===== src/rtl/lcdseg_pkg.sv =====
package lcdseg_pkg;
  localparam int COLS       = 80;
  localparam int NIB_W      = 4;
  localparam int GROUPS     = COLS / NIB_W;
  localparam int POS_W      = $clog2(GROUPS);
  localparam int LVL_W      = 2;

  typedef enum logic [LVL_W-1:0] {
    LVL_V1  = 2'd0,
    LVL_V3  = 2'd1,
    LVL_V4  = 2'd2,
    LVL_VEE = 2'd3
  } lvl_code_t;

  // Column group written by the nibble at position pos.
  function automatic logic [POS_W-1:0] group_of(input logic [POS_W-1:0] pos, input logic dir);
    group_of = dir ? pos : POS_W'(GROUPS - 1) - pos;
  endfunction

  // Data line that feeds lane j of a group.
  function automatic int lane_src(input int j, input logic dir);
    lane_src = dir ? (NIB_W - 1 - j) : j;
  endfunction

  // Drive-level code of one column.
  function automatic lvl_code_t level_of(input logic q, input logic alt, input logic on);
    if (!on)      level_of = LVL_V1;
    else if (alt) level_of = q ? LVL_VEE : LVL_V4;
    else          level_of = q ? LVL_V1  : LVL_V3;
  endfunction
endpackage


===== src/rtl/seg_fall_det.sv =====
module seg_fall_det #(
  parameter int STAGES = 2
) (
  input  logic clk,
  input  logic rst_n,
  input  logic sig_in,
  output logic fall
);
  logic [STAGES:0] chain;

  always_ff @(posedge clk or negedge rst_n) begin
    if (!rst_n) chain <= '0;
    else        chain <= {chain[STAGES-1:0], sig_in};
  end

  assign fall = chain[STAGES] & ~chain[STAGES-1];
endmodule


===== src/rtl/seg_addr_ctrl.sv =====
module seg_addr_ctrl
  import lcdseg_pkg::*;
(
  input  logic             clk,
  input  logic             rst_n,
  input  logic             shift_fall,
  input  logic             load_fall,
  input  logic             cd_in,
  input  logic             dir,
  output logic             wr_en,
  output logic [POS_W-1:0] wr_group,
  output logic             cd_out
);
  localparam logic [POS_W-1:0] LAST_POS = POS_W'(GROUPS - 1);

  logic [POS_W-1:0] pos;
  logic             full;
  logic             accept;
  logic             last_nib;

  assign accept   = shift_fall & ~cd_in & ~full & ~load_fall;
  assign last_nib = accept & (pos == LAST_POS);
  assign wr_en    = accept;
  assign wr_group = group_of(pos, dir);
  assign cd_out   = ~full;

  always_ff @(posedge clk or negedge rst_n) begin
    if (!rst_n) begin
      pos  <= '0;
      full <= 1'b0;
    end else if (load_fall) begin
      pos  <= '0;
      full <= 1'b0;
    end else if (accept) begin
      if (last_nib) begin
        pos  <= '0;
        full <= 1'b1;
      end else begin
        pos <= pos + 1'b1;
      end
    end
  end

  p_pos_range_r2: assert property (@(posedge clk) disable iff (!rst_n)
    pos <= LAST_POS);
  p_disabled_hold_r4: assert property (@(posedge clk) disable iff (!rst_n)
    (cd_in && !load_fall) |=> $stable(pos) && $stable(full));
  p_last_drops_cd_r5: assert property (@(posedge clk) disable iff (!rst_n)
    last_nib |=> !cd_out);
  p_full_ignores_r6: assert property (@(posedge clk) disable iff (!rst_n)
    (!cd_out && !load_fall) |=> !cd_out && pos == '0);
  p_load_rearms_r7: assert property (@(posedge clk) disable iff (!rst_n)
    load_fall |=> cd_out && pos == '0);
endmodule


===== src/rtl/seg_line_latch.sv =====
module seg_line_latch
  import lcdseg_pkg::*;
(
  input  logic             clk,
  input  logic             rst_n,
  input  logic             wr_en,
  input  logic [POS_W-1:0] wr_group,
  input  logic             dir,
  input  logic [NIB_W-1:0] data,
  input  logic             load_fall,
  output logic [COLS-1:0]  line_q
);
  logic [COLS-1:0] line_acc;

  for (genvar g = 0; g < GROUPS; g++) begin : g_grp
    logic sel;
    assign sel = wr_en && (wr_group == POS_W'(g));
    for (genvar j = 0; j < NIB_W; j++) begin : g_lane
      always_ff @(posedge clk or negedge rst_n) begin
        if (!rst_n)   line_acc[g*NIB_W+j] <= 1'b0;
        else if (sel) line_acc[g*NIB_W+j] <= data[lane_src(j, dir)];
      end
    end
  end

  always_ff @(posedge clk or negedge rst_n) begin
    if (!rst_n)         line_q <= '0;
    else if (load_fall) line_q <= line_acc;
  end

  p_copy_on_load_r7: assert property (@(posedge clk) disable iff (!rst_n)
    load_fall |=> line_q == $past(line_acc));
  p_hold_between_r7: assert property (@(posedge clk) disable iff (!rst_n)
    !load_fall |=> $stable(line_q));
endmodule


===== src/rtl/seg_level_enc.sv =====
module seg_level_enc
  import lcdseg_pkg::*;
(
  input  logic                  clk,
  input  logic                  rst_n,
  input  logic [COLS-1:0]       line_q,
  input  logic                  alt,
  input  logic                  disp_on,
  output logic [COLS*LVL_W-1:0] lvl
);
  for (genvar c = 0; c < COLS; c++) begin : g_col
    assign lvl[c*LVL_W +: LVL_W] = level_of(line_q[c], alt, disp_on);
  end

  p_blank_r9: assert property (@(posedge clk) disable iff (!rst_n)
    !disp_on |-> lvl == '0);
  p_first_col_r8: assert property (@(posedge clk) disable iff (!rst_n)
    disp_on |-> (lvl[1] == alt) && (lvl[0] == (alt ~^ line_q[0])));
endmodule


===== src/rtl/seg_column_drv.sv =====
module seg_column_drv
  import lcdseg_pkg::*;
#(
  parameter int SYNC_STAGES = 2
) (
  input  logic                  clk,
  input  logic                  rst_n,
  input  logic                  sclk_in,
  input  logic                  load_in,
  input  logic [NIB_W-1:0]      data_in,
  input  logic                  dir_in,
  input  logic                  cd_in,
  input  logic                  alt_in,
  input  logic                  disp_on_in,
  output logic                  cd_out,
  output logic [COLS*LVL_W-1:0] lvl_out
);
  logic             shift_fall;
  logic             load_fall;
  logic             wr_en;
  logic [POS_W-1:0] wr_group;
  logic [COLS-1:0]  line_q;

  seg_fall_det #(.STAGES(SYNC_STAGES)) u_sclk_det (
    .clk(clk), .rst_n(rst_n), .sig_in(sclk_in), .fall(shift_fall));

  seg_fall_det #(.STAGES(SYNC_STAGES)) u_load_det (
    .clk(clk), .rst_n(rst_n), .sig_in(load_in), .fall(load_fall));

  seg_addr_ctrl u_ctrl (
    .clk(clk), .rst_n(rst_n), .shift_fall(shift_fall), .load_fall(load_fall),
    .cd_in(cd_in), .dir(dir_in), .wr_en(wr_en), .wr_group(wr_group),
    .cd_out(cd_out));

  seg_line_latch u_latch (
    .clk(clk), .rst_n(rst_n), .wr_en(wr_en), .wr_group(wr_group),
    .dir(dir_in), .data(data_in), .load_fall(load_fall), .line_q(line_q));

  seg_level_enc u_enc (
    .clk(clk), .rst_n(rst_n), .line_q(line_q), .alt(alt_in),
    .disp_on(disp_on_in), .lvl(lvl_out));

  p_no_write_when_full_r6: assert property (@(posedge clk) disable iff (!rst_n)
    !cd_out |-> !wr_en);
  p_reset_state_r1: assert property (@(posedge clk)
    $rose(rst_n) |-> cd_out && line_q == '0);
endmodule


===== config.mk =====
export PLATFORM = sky130hd
export DESIGN_NAME = seg_column_drv
export DESIGN_NICKNAME = d
export VERILOG_FILES = /design/src/rtl/lcdseg_pkg.sv /design/src/rtl/seg_fall_det.sv /design/src/rtl/seg_addr_ctrl.sv /design/src/rtl/seg_line_latch.sv /design/src/rtl/seg_level_enc.sv /design/src/rtl/seg_column_drv.sv
export SDC_FILE = /design/constraint.sdc
export NUM_CORES = 1
export LEC_CHECK = 0
export BUFFER_PORTS_ARGS = -buffer_cell sky130_fd_sc_hd__buf_2
export CORE_MARGIN = 5
export CORE_UTILIZATION = 45
export CTS_CLUSTER_SIZE = 10
export DETAILED_ROUTE_END_ITERATION = 8
export PLACE_DENSITY = 0.79
export SLEW_MARGIN = 0
export SYNTH_ARGS = -nofsm -noshare
export SYNTH_HDL_FRONTEND = slang
export SYNTH_SLANG_ARGS = --single-unit

===== constraint.sdc =====
create_clock -name clk -period 5.8 [get_ports clk]
set_input_delay 0.58 -clock clk [delete_from_list [all_inputs] [get_ports clk]]
set_output_delay 0.58 -clock clk [all_outputs]
set_load 0.02 [all_outputs]

## Word level (Yosys, flattened, before mapping)

Index checks and enable logic that the tools add are counted.

| cells by class | value |
|---|---|
| add/subtract/negate cells | 2 |
| order comparisons | 4 |
| eq/ne operators | 20 |
| multiplexer cells | 343 |
| bitwise gates (word level) | 11 |
| reduce and logical (&&, ||, !) cells | 24 |

Operators with widths:

| operator | number |
|---|---|
| 2-bit 2-to-1 mux | 164 |
| 1-bit 2-to-1 mux | 171 |
| 32-bit by 4-bit less-than comparator with 1-bit output, second input constant | 4 |
| 5-bit by 4-bit equality test with 1-bit output, second input constant | 8 |
| 5-bit equality test, second input constant | 5 |
| 5-bit by 3-bit equality test with 1-bit output, second input constant | 4 |
| 1-bit logical AND | 20 |
| 5-bit 2-to-1 mux | 4 |
| 5-bit by 2-bit equality test with 1-bit output, second input constant | 2 |
| 1-bit binary-select mux with 2-bit select | 4 |
| 1-bit AND | 6 |
| 5-bit by 1-bit adder with 5-bit output, second input constant | 1 |
| 5-bit by 1-bit equality test with 1-bit output, second input constant | 1 |
| 5-bit logical NOT | 1 |
| 1-bit NOT | 5 |
| 5-bit subtractor, first input constant | 1 |
| 2-bit nonzero test | 2 |
| 2-bit AND reduction | 1 |

| storage, ports and cells | value |
|---|---|
| register bits | 172 |
| bits of input ports | 12 |
| output and inout port bits | 161 |
| word-level logic and storage cells | 489 |

## Longest topological paths before layout

| depth | value |
|---|---|
| depth after elaboration | 9 |
| gate-level depth with buffers | 7 |
| mapped depth without buffers | 6 |

## Modules after synthesis

A second synthesis with hierarchy kept.

| unflattened totals | value |
|---|---|
| cell total of the unflattened synthesis | 685 |
| area, all modules | 8739.6 µm² |

By module, submodules not included:

| module | times used | cells an instance | area an instance (µm²) | seq. area each (µm²) |
|---|---|---|---|---|
| seg_line_latch | 1 | 374 | 6134.6 | 4003.8 |
| seg_level_enc | 1 | 257 | 1961.9 | 0.0 |
| seg_addr_ctrl | 1 | 46 | 465.4 | 150.1 |
| seg_fall_det | 2 | 4 | 88.8 | 75.1 |

## Worst setup path before layout

Ideal clock, no wire load.

| timing path | value |
|---|---|
| kind | input port to output port |
| start point | input alt_in |
| end point | output lvl_out[101] |
| arrival | 3.226 ns |
| required time | 5.220 ns |
| slack | 1.994 ns |
| stages on the path | 4 |
| path buffers | 3 |
| cell sequence | clkbuf_1 -> clkbuf_1 -> and2_1 -> buf_4 |

| between the ends | value |
|---|---|
| word-level cells in the longest chain between the ends | 2 |

RTL lines:

| element | RTL line | RTL |
|---|---|---|
| from (decl) | seg_column_drv.sv:13 | `input logic alt_in,` |
| 2-bit 2-to-1 mux | lcdseg_pkg.sv:28 | `else if (alt) level_of = q ? LVL_VEE : LVL_V4;` |
| 2-bit 2-to-1 mux | lcdseg_pkg.sv:27 | `if (!on) level_of = LVL_V1;` |
| to (decl) | seg_column_drv.sv:16 | `output logic [COLS*LVL_W-1:0] lvl_out` |

No other way between the ends.

## Worst setup path in the final report

| timing path | value |
|---|---|
| start point | input alt_in |
| end point | output lvl_out[4] |

The elaborated chain is that of the path after synthesis.

==> results by stage <==
Layout:
- In the final layout, the share of cells above drive strength 1 is 31.48%.
- The antenna diode count is 0.
- The area growth from synthesis to layout is 11.88%.
- At the end of the flow the core is filled with cells to 50.64%.
- The number of nets in the finished design is around 960.
- The library cells used most frequently in the layout, excluding fill and tap cells, are nand2_1 (246), dfrtp_1 (172), buf_2 (170), mux2_2 (84), xnor2_1 (83).
- The most frequent standard cell in the layout excluding fill and tap cells is nand2_1.

Synthesis:
- Yosys attributes the largest share of cell area to dfrtp_1 (49%), mux2_2 (11%), nand2_1 (11%), xnor2_1 (8.3%), buf_4 (6.9%).
- In this run, synthesis produced a sequential element count of roughly 170.
- The library cell occupying the most area in the post-synthesis netlist is dfrtp_1.
- Synthesis produced a netlist with a net count of between 800 and 900.
- The sequential fraction of the synthesis area is about half.
- Dividing the synthesized area by the synthesized cell count gives between 10 and 15 µm².
- Yosys printed 0 warnings.
- The number of different library cells used by synthesis comes to 40.
- The cell area after technology mapping is approximately 8800 µm².
- Synthesis handed over a netlist of 875 instances.
- The area share of the largest cell type after synthesis is between 40 and 50%.

Placement:
- Buffers placed on the I/O ports in this run total around 170.
- At the placement stage, the worst setup path has a slack of ~2.9 ns.
- The congestion estimate from routability-driven global placement came to 0.8563.
- The half-perimeter wire length after detailed placement is ~12000 µm.

STA:
- After layout, the minimum clock period comes to between 2 and 3 ns.
- The final number of setup-violating endpoints is 0.
- Derived from the worst setup path, the maximum achievable clock frequency is between 300 and 400 MHz.
- The count of final hold-check violations is 0.
- The worst path uses slightly below 50% of the clock period.
- Setup slack on the critical path of the routed design comes to ~3 ns.
- Setup repair after global routing left no endpoint under its margin.
- At the pin with the least slew margin, the transition time is between 1 and 1.5 ns.
- The final-report max-slew violation count is 0.
- The aggregate negative setup slack is 0 ns.
- The worst slew margin relative to its limit is 30.15%.
- The clock arrives with 0.01195 ns of skew.

Worst setup path:
- The critical path is of the input pin to primary output type.
- The slowest stage of the critical path is the buf_4 cell.
- The depth of the worst register-to-register path is 6.
- The worst path buffer plus inverter count is 3.
- STA puts the critical path data required time at about 5.2 ns.
- STA classifies the critical path startpoint as an input pin.
- The slack of the worst reg-to-reg path is 2.98 ns.
- The biggest cell delay along the critical path is 0.73 ns.
- The launch instance of the worst register-to-register path is u_ctrl.pos[2]$_DFFE_PN0P_.
- The family of cells with the greatest summed delay on the critical path is buffers and inverters.
- The reg-to-reg critical path endpoint is u_latch.line_acc[64]$_DFFE_PN0P_.
- The critical path goes through buf_4 > buf_4 > xnor2_1 > and2_1 > buf_2.
- The biggest fanout along the worst timing path is 48.
- The critical path arrival is about 2.3 ns.
- The cell with the most instances on the worst path is buf_4.
- STA classifies the critical path endpoint as a primary output.

Global route:
- The maximum number of pins on one net before global-route repair is about 120.
- The total global routing overflow is 0.
- The overall track demand over capacity in global routing is ~16%.
- The first global-routing pass estimated ~30000 µm of wire.
- The number of antenna violations at the first check in global routing is 0.
- The via count of the first global-routing pass is between 5k and 6k.

Hold path:
- The startpoint of the tightest hold check path is load_in.
- Counting instances, the worst hold path has a depth of 1.
- For hold timing, the worst endpoint is u_load_det.chain[0]$_DFF_PN0_.
- In this run the worst hold path is classified as input pin to register.

Drt:
- The via total after detailed routing is approximately 5.9k.
- The length of the first detailed-routing pass in iterations is 6.
- The average vias per placed instance is between 4 and 5.
- The number of design-rule violations left by the first detailed-router iteration is about 290.
- The number of nets with antenna violations after routing is 0.
- In the routed design, unresolved DRC markers number 0.
- The routed wire length is 18040 µm.
- Dividing the detail-routed wire length by the instance count gives between 10 and 15 µm.

Clock tree:
- Once the clock tree was built, the setup fixing pass inserted 0 buffers.
- The total clock buffers created by CTS is 17.
- The clock network latency to the later pin of the worst-skew pair is 0.43 ns.
- The count of clock tree sinks is 172.
- The CTS tree is yes.
- For this design, the CTS-stage hold fixing added 0 buffers.
- The maximum root-to-sink buffer count is 2.
- Clock-pin slew was measured on the worst setup and hold paths at 0.07 ns.
- The CTS H-tree depth is 4.
- Clock tree synthesis selected as its root buffer the cell clkbuf_16.
- In this run, post-CTS repair resized a total of 0 instances.

Pwr:
- The analysis attributes to cell leakage a power of ~0.0051 µW.
- VDD sags by at most 0.2204 mV.
- Dividing total power by cell area gives a power density of 303.6 nW/µm².

Floorplan:
- For this configuration, the core starts out at a cell density of roughly 45%.
- In this run the vertical extent of the chip is approximately 150 µm.
- The area of the die is roughly 22000 µm².
- The placeable core region is between 15000 and 20000 µm².
- The overall die width is between 100 and 150 µm.
- Pin placement for this block handled between 150 and 200 I/O pins.
- The site row count is 51.

Job:
- The number of max-cap violations is 0.

Status:
- The run finished with clean final reports.
[where the power goes]
part,total [µW],internal (µW),switching (µW)
clock network,1130,651,475
logic,484,193,292
registers,1360,1300,65.5
[final cells by class]
class	instances	area [µm²]
Clock buffer	20	446.7
Clock inverter	12	140.1
Fill cell	1753	9543
Inverter	4	15.01
Multi-Input combinational cell	568	3647
Sequential cell	172	4304
Tap cell	265	331.6
Timing Repair Buffer	177	907.1
[per-stage QoR]
| stage | total power, µW | cell area (µm²) | cells | hold slack (ns) |
|---|---|---|---|---|
| after floorplan | 1753 | 8752 | 875 | 0.2844 |
| after global placement | 1862 | 9205 | 1186 | 0.3332 |
| after detailed placement | 1877 | 9205 | 1186 | 0.3424 |
| after CTS | 3007 | 9792 | 1218 | 0.2359 |
| after global routing | 3108 | 9792 | 1218 | 0.2395 |
| final | 2972 | 9792 | 1218 | 0.2573 |
[how the worst max path moves through the flow]
stage / from / end / slack, ns / cells after the start
2_1_floorplan: alt_in / lvl_out[101] / 1.99 / 4
3_3_place_gp: alt_in / lvl_out[128] / 2.94 / 5
3_5_place_dp: disp_on_in / lvl_out[153] / 2.87 / 4
4_1_cts: disp_on_in / lvl_out[153] / 2.87 / 4
5_1_grt: disp_on_in / lvl_out[19] / 2.65 / 4
6_report: alt_in / lvl_out[4] / 2.93 / 5
[sequential cells by signal, summed over array words and instances (netlist names)]
| register | count |
|---|---|
| u_latch.line_acc | 80 |
| u_load_det.chain | 3 |
| u_latch.line_q | 80 |
| u_ctrl.full | 1 |
| u_sclk_det.chain | 3 |
| u_ctrl.pos | 5 |
[cells by family (layout without fill, tap and decap cells)]
kind of cell / count (synthesis) / count (layout) / synth area share [%]
and+or+nand+nor: 381 / 381 / 20.84
muxes: 84 / 84 / 10.81
DFF: 172 / 172 / 49.18
adders and majority gates: 3 / 3 / 0.4289
buffers and inverters: 135 / 213 / 9.278
xor gates and xnor gates: 85 / 85 / 8.506
AOI/OAI and AO/OA: 15 / 15 / 0.9578
[synth_stat cells (all sizes together)]
master  instances
a211oi          1
a21oi           8
a31oi           2
a41oi           1
and2           82
and3b           1
and4            1
and4b           1
buf            92
clkbuf         39
dfrtp         172
ha              3
inv             4
mux2           84
nand2         247
nand2b          1
nand3           7
nand4           1
nand4b          2
nor2            5
nor2b           3
nor3           11
nor3b           2
nor4            4
nor4b           5
nor4bb          1
o21ai           3
or3             1
or4             2
or4b            4
xnor2          83
xor2            2
[routing by layer]
layer	GRT usage (%)	vias up	wire (µm)
li1	-	2834	-
met1	21.72	2880	7973
met2	26.74	183	8430
met3	4.179	22	1397
met4	5.263	0	242
met5	0	-	0
(Power assumes the default switching activity.)
